**src/rtl/tcc_pkg.sv**
```systemverilog
package tcc_pkg;
  typedef enum logic [2:0] {
    TRG_OFF  = 3'd0,
    TRG_RISE = 3'd1,
    TRG_FALL = 3'd2,
    TRG_ANY  = 3'd3,
    TRG_OVA  = 3'd4,
    TRG_OVB  = 3'd5,
    TRG_CMP  = 3'd6,
    TRG_RSV  = 3'd7
  } trig_e;

  typedef struct packed {
    logic  ien;
    trig_e trig;
    logic  clr_en;
    logic  cmp_mode;
  } ctl_t;

  localparam int SLOTS    = 4;
  localparam int SLOT_LO  = 0;
  localparam int SLOT_HI  = 1;
  localparam int SLOT_CTL = 2;
endpackage

```
**src/rtl/tcc_edge_det.sv**
```systemverilog
module tcc_edge_det #(
  parameter int SYNC = 2
) (
  input  logic clk_i,
  input  logic rst_ni,
  input  logic pin_i,
  output logic rise_o,
  output logic fall_o
);
  logic [SYNC:0] sh_q;

  always_ff @(posedge clk_i or negedge rst_ni) begin
    if (!rst_ni) sh_q <= '0;
    else         sh_q <= {sh_q[SYNC-1:0], pin_i};
  end

  assign rise_o =  sh_q[SYNC-1] & ~sh_q[SYNC];
  assign fall_o = ~sh_q[SYNC-1] &  sh_q[SYNC];
endmodule

```
**src/rtl/tcc_channel.sv**
```systemverilog
module tcc_channel
  import tcc_pkg::*;
#(
  parameter int CW = 16,
  parameter int BW = 8
) (
  input  logic          clk_i,
  input  logic          rst_ni,
  input  logic [CW-1:0] tmr_cnt_i,
  input  logic          tmr_dn_i,
  input  logic          tmr_dual_i,
  input  logic          rise_i,
  input  logic          fall_i,
  input  logic          ova_i,
  input  logic          ovb_i,
  input  logic          cmpev_i,
  input  logic          wr_lo_i,
  input  logic          wr_hi_i,
  input  logic          wr_ctl_i,
  input  logic [BW-1:0] wdata_i,
  output logic [CW-1:0] data_o,
  output ctl_t          ctl_o,
  output logic          dir_o,
  output logic          set_o,
  output logic          clr_req_o
);
  localparam int CTLW = $bits(ctl_t);

  logic [CW-1:0] act_q, shd_q;
  logic          pend_q, dir_q;
  ctl_t          ctl_q;
  logic          trg, cap, hit, xfer;

  always_comb begin
    unique case (ctl_q.trig)
      TRG_RISE: trg = rise_i;
      TRG_FALL: trg = fall_i;
      TRG_ANY:  trg = rise_i | fall_i;
      TRG_OVA:  trg = ova_i;
      TRG_OVB:  trg = ovb_i;
      TRG_CMP:  trg = cmpev_i;
      default:  trg = 1'b0;
    endcase
  end

  assign cap  = ~ctl_q.cmp_mode & trg;
  assign hit  = ctl_q.cmp_mode & (act_q == tmr_cnt_i);
  // shadow pair moves as a unit; in compare mode only at timer zero
  assign xfer = pend_q & (~ctl_q.cmp_mode | (tmr_cnt_i == '0));

  always_ff @(posedge clk_i or negedge rst_ni) begin
    if (!rst_ni) begin
      act_q  <= '0;
      shd_q  <= '0;
      pend_q <= 1'b0;
      dir_q  <= 1'b0;
      ctl_q  <= '0;
    end else begin
      if (cap)       act_q <= tmr_cnt_i;
      else if (xfer) act_q <= shd_q;
      if (cap) dir_q <= tmr_dual_i & tmr_dn_i;
      if (wr_lo_i) shd_q[BW-1:0]  <= wdata_i;
      if (wr_hi_i) shd_q[CW-1:BW] <= wdata_i;
      pend_q <= (pend_q & ~xfer) | wr_lo_i | wr_hi_i;
      if (wr_ctl_i) ctl_q <= ctl_t'(wdata_i[CTLW-1:0]);
    end
  end

  assign data_o    = act_q;
  assign ctl_o     = ctl_q;
  assign dir_o     = dir_q;
  assign set_o     = cap | hit;
  assign clr_req_o = hit & ctl_q.clr_en;
endmodule

```
**src/rtl/tcc_flags.sv**
```systemverilog
module tcc_flags #(
  parameter int NCH = 4
) (
  input  logic           clk_i,
  input  logic           rst_ni,
  input  logic [NCH-1:0] set_i,
  input  logic           clr_wr_i,
  input  logic [NCH-1:0] clr_mask_i,
  input  logic [NCH-1:0] ien_i,
  output logic [NCH-1:0] flag_o,
  output logic           irq_o
);
  logic [NCH-1:0] flag_q;

  always_ff @(posedge clk_i or negedge rst_ni) begin
    if (!rst_ni) flag_q <= '0;
    else         flag_q <= (flag_q & ~({NCH{clr_wr_i}} & clr_mask_i)) | set_i;
  end

  assign flag_o = flag_q;
  assign irq_o  = |(flag_q & ien_i);
endmodule

```
**src/rtl/tcc_array.sv**
```systemverilog
module tcc_array
  import tcc_pkg::*;
#(
  parameter int NCH  = 4,
  parameter int CW   = 16,
  parameter int BW   = 8,
  parameter int SYNC = 2,
  parameter int AW   = $clog2(NCH*SLOTS + 1)
) (
  input  logic           clk_i,
  input  logic           rst_ni,
  input  logic [CW-1:0]  tmr_cnt_i,
  input  logic           tmr_dn_i,
  input  logic           tmr_dual_i,
  input  logic [NCH-1:0] cap_pin_i,
  input  logic           ovf_a_i,
  input  logic           ovf_b_i,
  input  logic           cmp_evt_i,
  input  logic           wr_en_i,
  input  logic [AW-1:0]  addr_i,
  input  logic [BW-1:0]  wdata_i,
  output logic [BW-1:0]  rdata_o,
  output logic [NCH-1:0] flag_o,
  output logic           irq_o,
  output logic           tmr_clr_o
);
  localparam int FLAG_ADDR = NCH * SLOTS;
  localparam int CTLW      = $bits(ctl_t);

  logic [NCH-1:0] ch_set, ch_clr_req, ch_ien, ch_mode, ch_clr, ch_dir;
  logic [CW-1:0]  ch_data [NCH];
  ctl_t           ch_ctl  [NCH];
  logic           wr_flag;

  assign wr_flag = wr_en_i && (addr_i == AW'(FLAG_ADDR));

  for (genvar c = 0; c < NCH; c++) begin : g_ch
    logic rise, fall, wr_lo, wr_hi, wr_ctl;

    assign wr_lo  = wr_en_i && (addr_i == AW'(c*SLOTS + SLOT_LO));
    assign wr_hi  = wr_en_i && (addr_i == AW'(c*SLOTS + SLOT_HI));
    assign wr_ctl = wr_en_i && (addr_i == AW'(c*SLOTS + SLOT_CTL));

    tcc_edge_det #(.SYNC(SYNC)) u_edge (
      .clk_i  (clk_i),
      .rst_ni (rst_ni),
      .pin_i  (cap_pin_i[c]),
      .rise_o (rise),
      .fall_o (fall)
    );

    tcc_channel #(.CW(CW), .BW(BW)) u_chan (
      .clk_i      (clk_i),
      .rst_ni     (rst_ni),
      .tmr_cnt_i  (tmr_cnt_i),
      .tmr_dn_i   (tmr_dn_i),
      .tmr_dual_i (tmr_dual_i),
      .rise_i     (rise),
      .fall_i     (fall),
      .ova_i      (ovf_a_i),
      .ovb_i      (ovf_b_i),
      .cmpev_i    (cmp_evt_i),
      .wr_lo_i    (wr_lo),
      .wr_hi_i    (wr_hi),
      .wr_ctl_i   (wr_ctl),
      .wdata_i    (wdata_i),
      .data_o     (ch_data[c]),
      .ctl_o      (ch_ctl[c]),
      .dir_o      (ch_dir[c]),
      .set_o      (ch_set[c]),
      .clr_req_o  (ch_clr_req[c])
    );

    assign ch_ien[c]  = ch_ctl[c].ien;
    assign ch_mode[c] = ch_ctl[c].cmp_mode;
    assign ch_clr[c]  = ch_ctl[c].clr_en;
  end

  tcc_flags #(.NCH(NCH)) u_flags (
    .clk_i      (clk_i),
    .rst_ni     (rst_ni),
    .set_i      (ch_set),
    .clr_wr_i   (wr_flag),
    .clr_mask_i (wdata_i[NCH-1:0]),
    .ien_i      (ch_ien),
    .flag_o     (flag_o),
    .irq_o      (irq_o)
  );

  assign tmr_clr_o = |ch_clr_req;

  always_comb begin
    rdata_o = '0;
    if (addr_i == AW'(FLAG_ADDR)) begin
      rdata_o[NCH-1:0] = flag_o;
    end else begin
      for (int c = 0; c < NCH; c++) begin
        if (int'(addr_i[AW-1:2]) == c) begin
          unique case (int'(addr_i[1:0]))
            SLOT_LO:  rdata_o = ch_data[c][BW-1:0];
            SLOT_HI:  rdata_o = ch_data[c][CW-1:BW];
            SLOT_CTL: rdata_o = BW'({ch_dir[c], ch_ctl[c]});
            default:  rdata_o = '0;
          endcase
        end
      end
    end
  end
endmodule

```
**config.mk**
```make
export PLATFORM = sky130hd
export DESIGN_NAME = tcc_array
export DESIGN_NICKNAME = d
export VERILOG_FILES = /design/src/rtl/tcc_pkg.sv /design/src/rtl/tcc_edge_det.sv /design/src/rtl/tcc_channel.sv /design/src/rtl/tcc_flags.sv /design/src/rtl/tcc_array.sv
export SDC_FILE = /design/constraint.sdc
export NUM_CORES = 1
export LEC_CHECK = 0
export BUFFER_PORTS_ARGS = -buffer_cell sky130_fd_sc_hd__buf_2
export CAP_MARGIN = 25
export CORE_UTILIZATION = 60
export DETAILED_ROUTE_END_ITERATION = 16
export PLACE_DENSITY = 0.86
export SYNTH_ARGS = -nofsm -noshare
export SYNTH_HDL_FRONTEND = slang
export SYNTH_HIERARCHICAL = 1
export SYNTH_SLANG_ARGS = --single-unit
```
**constraint.sdc**
```tcl
create_clock -name clk_i -period 1.8 [get_ports clk_i]
set_input_delay 0.09 -clock clk_i [delete_from_list [all_inputs] [get_ports clk_i]]
set_output_delay 0.09 -clock clk_i [all_outputs]
set_load 0.005 [all_outputs]
```
==> results of run 1 <==
cell type report:
class                           instances  area, um^2
Clock buffer                           23         478
Clock inverter                          9        83.8
Timing Repair Buffer                  176        1300
Multi-Input combinational cell        670        5160
Tap cell                              216         270
Fill cell                            1118        4200
Inverter                               27         101
Sequential cell                       176        4410
synthesized netlist by cell type, types with 8 or more instances:
master / n
a221o_1: 8
nor3_1: 9
nand2_1: 46
nor2_1: 15
a31oi_1: 67
buf_4: 16
a21o_1: 8
a221oi_1: 9
nand4_1: 8
nand2b_1: 8
nand3_1: 64
xor2_1: 60
buf_6: 9
o21ai_0: 48
mux2_2: 86
nor4_2: 16
nor4_1: 12
inv_1: 27
buf_2: 21
o21ai_1: 40
dfrtp_1: 176
mux2i_1: 12
a211oi_1: 65
nor2b_1: 12
clkbuf_1: 20
state kept, by name (all words and copies together), names as in the netlist:
| name | flops |
|---|---|
| g_ch.u_chan/data_o | 64 |
| g_ch.u_chan/ctl_o | 24 |
| g_ch.u_chan/dir_o | 4 |
| g_ch.u_edge/sh_q | 12 |
| g_ch.u_chan/shd_q | 64 |
| g_ch.u_chan/pend_q | 4 |
| u_flags/flag_o | 4 |
tightest hold or removal path, delay by kind of cell:
family                 cells  cell delay, ns
buffers and inverters      1            0.25
and+or+nand+nor            1            0.11
AOI/OAI and AO/OA          1            0.06
power by group through the flow:
stage	Sequential [mW]	Clock [mW]	Combinational [mW]
after floorplan	5.95	0	3.21
after global placement	6.31	0	4.49
after detailed placement	6.34	0	4.69
after CTS	6.33	3.61	4.89
after global routing	6.51	3.78	5.56
final	6.40	3.60	5.23
repair_timing:
action	4_1_cts	5_1_grt
setup buffers	2	2
endpoints found under the hold margin	178	0
resized for setup	24	15
pin swaps	11	4
setup endpoints to repair	9	10
hold buffers	8	0
cloned	0	0
worst max-delay path by stage:
stage	depth (start not counted)	end	from	slack, ns
after floorplan	8	u_flags/flag_o[3]	g_ch[3].u_edge/sh_q[2]	0.13
after global placement	7	rdata_o[2]	addr_i[0]	-0.06
after detailed placement	6	g_ch[3].u_chan/data_o[0]	tmr_cnt_i[4]	-0.09
after CTS	7	tmr_clr_o	g_ch[2].u_chan/data_o[9]	-0.33
after global routing	6	tmr_clr_o	g_ch[3].u_chan/data_o[6]	-0.42
final	6	tmr_clr_o	g_ch[0].u_chan/data_o[13]	-0.38
cell families (layout without fill, tap and decap cells):
logic type	Yosys count	after routing	share of synthesized area
XOR/XNOR	64	64	0.0566
AO/OA/AOI/OAI	300	300	0.210
buffers and inverters	99	235	0.0547
flip-flops	176	176	0.445
AND/OR/NAND/NOR	206	206	0.120
multiplexers	100	100	0.114
metrics by stage:
stage	cells	TNS, ns
final	1297	-1.89
after global routing	1297	-2.13
after CTS	1295	-1.71
after detailed placement	1253	-0.521
after global placement	1253	-0.0784
after floorplan	945	0
per-layer routing:
metal	GRT usage	wire length [um]
met5	0	17
met1	0.534	12600
met2	0.647	15100
met4	0.284	2560
met3	0.142	4550
==> impl_metrics.json, run 1 <==
{
  "coreArea_um2": 16000,
  "htreeDepth": 4,
  "status": "finished with violations",
  "ys_seq_area_frac": 0.445,
  "syn_area_um2": 9900,
  "fin_ws_ns": -0.382,
  "mostFrequentLayoutCell": "dfrtp_1",
  "hold_viol": 0,
  "period_share": 1.21,
  "p_per_area_nw_per_um2": 1290,
  "rows": 46,
  "ant_nets": 0,
  "clockBufferDepth": 2,
  "yosys_register_bits": 176,
  "internal-power_mw": 9.54,
  "min_path_type": "primary input to register",
  "r2r_start": "g_ch[0].u_chan/ctl_o[3]",
  "finalWirelength_um": 34900,
  "slowest_delay_ns": 0.55,
  "drive_gt1_frac": 0.321,
  "yosysTopAreaCell": "dfrtp_1",
  "dp_hpwl_um": 22700,
  "synth-edff-count": 0,
  "root_buffer": "clkbuf_16",
  "synth_area_per_cell_um2": 10.5,
  "grt_pass1_vias": 9174,
  "whs_ns": 0.120,
  "wl_per_cell_um": 26.9,
  "nNetsFinal": 1109,
  "r2r_end": "g_ch[0].u_chan/dir_o",
  "cts_tree": "yes",
  "ys_top_cells_by_area": "dfrtp_1, mux2_2, xor2_1",
  "crit_fanout": 3,
  "die_h_um": 130,
  "cts_made_buffers": 17,
  "drtPass1Iterations": 8,
  "clkLatencyLatePin_ns": 0.45,
  "cts.sinks": 176,
  "placement.io_buffers": 54,
  "clock_skew_ns": 0.00951,
  "utilization": 0.737,
  "via_per_inst": 7.21,
  "synth_top_area_frac": 0.445,
  "antenna_cells": 0,
  "slew_headroom": 0.528,
  "drv_cap": 0,
  "totalPowerFinal_mw": 15.2,
  "violations": "negative setup slack",
  "synth_ff_type": "dfrtp_1",
  "fmax_mhz": 458,
  "slew_viol_final": 0,
  "fin_crit_ns": 2.18,
  "r2r_cells": 6,
  "end_kind": "primary output",
  "ys_types": 55,
  "cp_cell_sequence": "xor2_1 > nor4_1 > nand4_1 > nor3_2 > or4_4 > buf_6",
  "gr-total-overflow": 0,
  "switching_share": 0.373,
  "syn_to_final_growth_pct": 19.1,
  "worstHoldPathCells": 3,
  "rsz0062_at_grt": "yes",
  "crit_family": "simple AND/OR/NAND/NOR gates",
  "crit_buf_inv": 1,
  "tightest_slew_ns": 0.706,
  "dp_slack_ns": -0.0857,
  "place.gp.congestion": 1.01,
  "detail_route.iter0.violations": 1305,
  "ir_worst_vdd_uv": 890,
  "clk_pin_slew_ns": 0.07,
  "synthCells": 945,
  "io_pins": 55,
  "seqPwrFrac": 0.420,
  "syn_nets": 986,
  "layout_common_cells": "dfrtp_1, buf_4, mux2_2",
  "p_leak_nw": 4.83,
  "grt_pass1_wl_um": 53300,
  "grt_usage": 0.431,
  "ys_async_sr_fraction": 1.00,
  "grt_max_degree": 51,
  "switching_power_mw": 5.68,
  "vias": 9352,
  "critPathKind": "register to primary output",
  "drt_drc_violations_left": 0,
  "antenna_found_initial": 1,
  "setup_viol": 9,
  "combPwrFrac": 0.343,
  "min_from": "wdata_i[2]",
  "post_dp_cell_area_um2": 10900,
  "whs_endpoint": "g_ch[2].u_chan/ctl_o[2]",
  "p_clk_frac": 0.236,
  "initial_utilization": 0.619,
  "cp.required_ns": 1.71,
  "fin_area_um2": 11800,
  "yosys_warnings": 6,
  "timing.reg2reg.setup_slack_ns": 0.05,
  "cp.arrival_ns": 2.09,
  "worst_setup_path_start_kind": "register",
  "cpMaxStageDelayCell": "or4_4",
  "die_x_um": 130,
  "dieArea_um2": 17000
}
No activity file was read; power rests on OpenSTA's default activity.
==> run 2, diff against run 1 <==
==> constraint.sdc (replaced) <==
create_clock -name clk_i -period 2.73 [get_ports clk_i]
set_input_delay 0.1365 -clock clk_i [delete_from_list [all_inputs] [get_ports clk_i]]
set_output_delay 0.1365 -clock clk_i [all_outputs]
set_load 0.005 [all_outputs]
==> impl_metrics.json, run 2 (same netlist as run 1, synthesis figures left out) <==
{
  "cp.required_ns": 2.59,
  "r2r_end": "g_ch[2].u_chan/dir_o",
  "crit_path_end": "rdata_o[1]",
  "cp.arrival_ns": 2.30,
  "place.gp.congestion": 1.04,
  "antenna_cells": 0,
  "clock_skew_ns": 0.0145,
  "clockBufferDepth": 2,
  "via_per_inst": 7.31,
  "drv_cap": 0,
  "drive_gt1_frac": 0.242,
  "cp-startpoint": "addr_i[0]",
  "wl_per_cell_um": 26.3,
  "syn_to_final_growth_pct": 10.4,
  "initial_utilization": 0.619,
  "rsz0062_at_grt": "no",
  "top_usage_layer": "met2",
  "dp_hpwl_um": 20200,
  "die_h_um": 130,
  "met1_usage": 0.482,
  "grtUsageMet3": 0.156,
  "r2r_cells": 7,
  "fin_crit_ns": 2.43,
  "rows": 46,
  "ant_nets": 0,
  "slowest_delay_ns": 0.56,
  "grt_pass1_wl_um": 48700,
  "cpMaxStageDelayCell": "or2_0",
  "fmax_mhz": 411,
  "ir_worst_vdd_uv": 633,
  "period_share": 0.891,
  "placement.io_buffers": 54,
  "end_kind": "primary output",
  "dp_slack_ns": 0.425,
  "mostFrequentLayoutCell": "dfrtp_1",
  "cts.sinks": 176,
  "hold_viol": 0,
  "p_leak_nw": 4.35,
  "layout_common_cells": "dfrtp_1, mux2_2, a31oi_1",
  "clkLatencyLatePin_ns": 0.44,
  "fin_ws_ns": 0.297,
  "drt_drc_violations_left": 0,
  "io_pins": 55,
  "nNetsFinal": 1026,
  "cp_cell_sequence": "buf_2 > or2_0 > nor4b_4 > nor2_1 > a22oi_1 > buf_2",
  "vias": 8869,
  "htreeDepth": 4,
  "slew_headroom": 0.401,
  "min_path_type": "primary input to register",
  "setup_viol": 0,
  "dieArea_um2": 17000,
  "crit_fanout": 23,
  "p_per_area_nw_per_um2": 875,
  "cts_tree": "yes",
  "drtPass1Iterations": 6,
  "slew_viol_final": 0,
  "crit_top_cell": "buf_2",
  "gr-total-overflow": 0,
  "timing.reg2reg.setup_slack_ns": 0.62,
  "finalWirelength_um": 31900,
  "grt_max_degree": 67,
  "clk_pin_slew_ns": 0.07,
  "detail_route.iter0.violations": 1610,
  "coreArea_um2": 16000,
  "n_fill_cell": 1236,
  "use_met2": 0.578,
  "worst_setup_path_start_kind": "primary input",
  "root_buffer": "clkbuf_16",
  "die_x_um": 130,
  "cts.repair.resized": 0,
  "grt_usage": 0.392,
  "antenna_found_initial": 3,
  "critPathKind": "primary input to primary output",
  "grt_pass1_vias": 8651,
  "r2r_start": "g_ch[2].u_edge/sh_q[1]",
  "tightest_slew_ns": 0.895,
  "fin_setup_tns_ns": 0,
  "status": "complete, no violations",
  "cts_made_buffers": 17
}
-- run 2: changes by cell type in the layout (fill, tap and decap cells not counted), moves of 4 or more --
| cell | delta |
|---|---|
| clkinvlp_4 | +4 |
| mux2_2 | +6 |
| mux2_4 | -6 |
| a221oi_1 | +6 |
| buf_4 | -76 |
| nor3_2 | -4 |
| buf_6 | -5 |
| nor3_1 | +4 |
-- run 2: through the flow --
stage | hold WS [ns] | power (mW) | util | cell area [um^2] | cells
6_report | 0.174 | 9.56 | 0.683 | 10900 | 1214
3_5_place_dp | 0.188 | 6.98 | 0.642 | 10300 | 1174
3_3_place_gp | 0.182 | 6.85 | 0.642 | 10300 | 1174
2_1_floorplan | -0.159 | 6.04 | - | 9900 | 945
5_1_grt | 0.138 | 9.97 | 0.683 | 10900 | 1214
4_1_cts | 0.138 | 9.44 | 0.683 | 10900 | 1214
-- run 2: layout make-up --
type                    count  area (um^2)  share of cell area
clock buffers              18          429              0.0393
clock inverters            14          154              0.0141
inverters                  27          101             0.00927
well taps                 216          270              0.0247
multi-input cells         670         4960               0.454
repair buffers             93          614              0.0562
flip-flops and latches    176         4400               0.403
-- run 2: power breakdown --
group / switching, mW / internal, mW
sequential: 0.842 / 3.41
combinational: 1.62 / 1.25
clock: 1.09 / 1.36
-- run 2: layer usage --
layer | up-vias | wire length (um)
met5 | - | 26
li1 | 3670 | -
met1 | 4300 | 11500
met2 | 702 | 13600
met4 | 4 | 2260
met3 | 193 | 4460
-- run 2: timing repair --
item                      CTS  global route
setup buffers               0             0
hold endpoints to repair   68             0
hold buffers                8             0
-- run 2: worst min-delay path by stage --
stage,from,endpoint,slack (ns),depth (start not counted)
after global routing,wdata_i[2],g_ch[1].u_chan/ctl_o[2],0.14,3
after detailed placement,rst_ni,g_ch[3].u_chan/shd_q[1],0.19,1
after global placement,rst_ni,g_ch[3].u_chan/shd_q[1],0.18,1
after floorplan,rst_ni,g_ch[0].u_chan/ctl_o[0],-0.16,0
final,wdata_i[2],g_ch[1].u_chan/ctl_o[2],0.17,3
after CTS,wdata_i[2],g_ch[0].u_chan/ctl_o[2],0.14,3
-- run 2: critical path: cells and delay by family --
family	cells	cell delay, ns
AO/OA/AOI/OAI	1	0.39
buffers and inverters	2	0.48
AND/OR/NAND/NOR	3	1.28
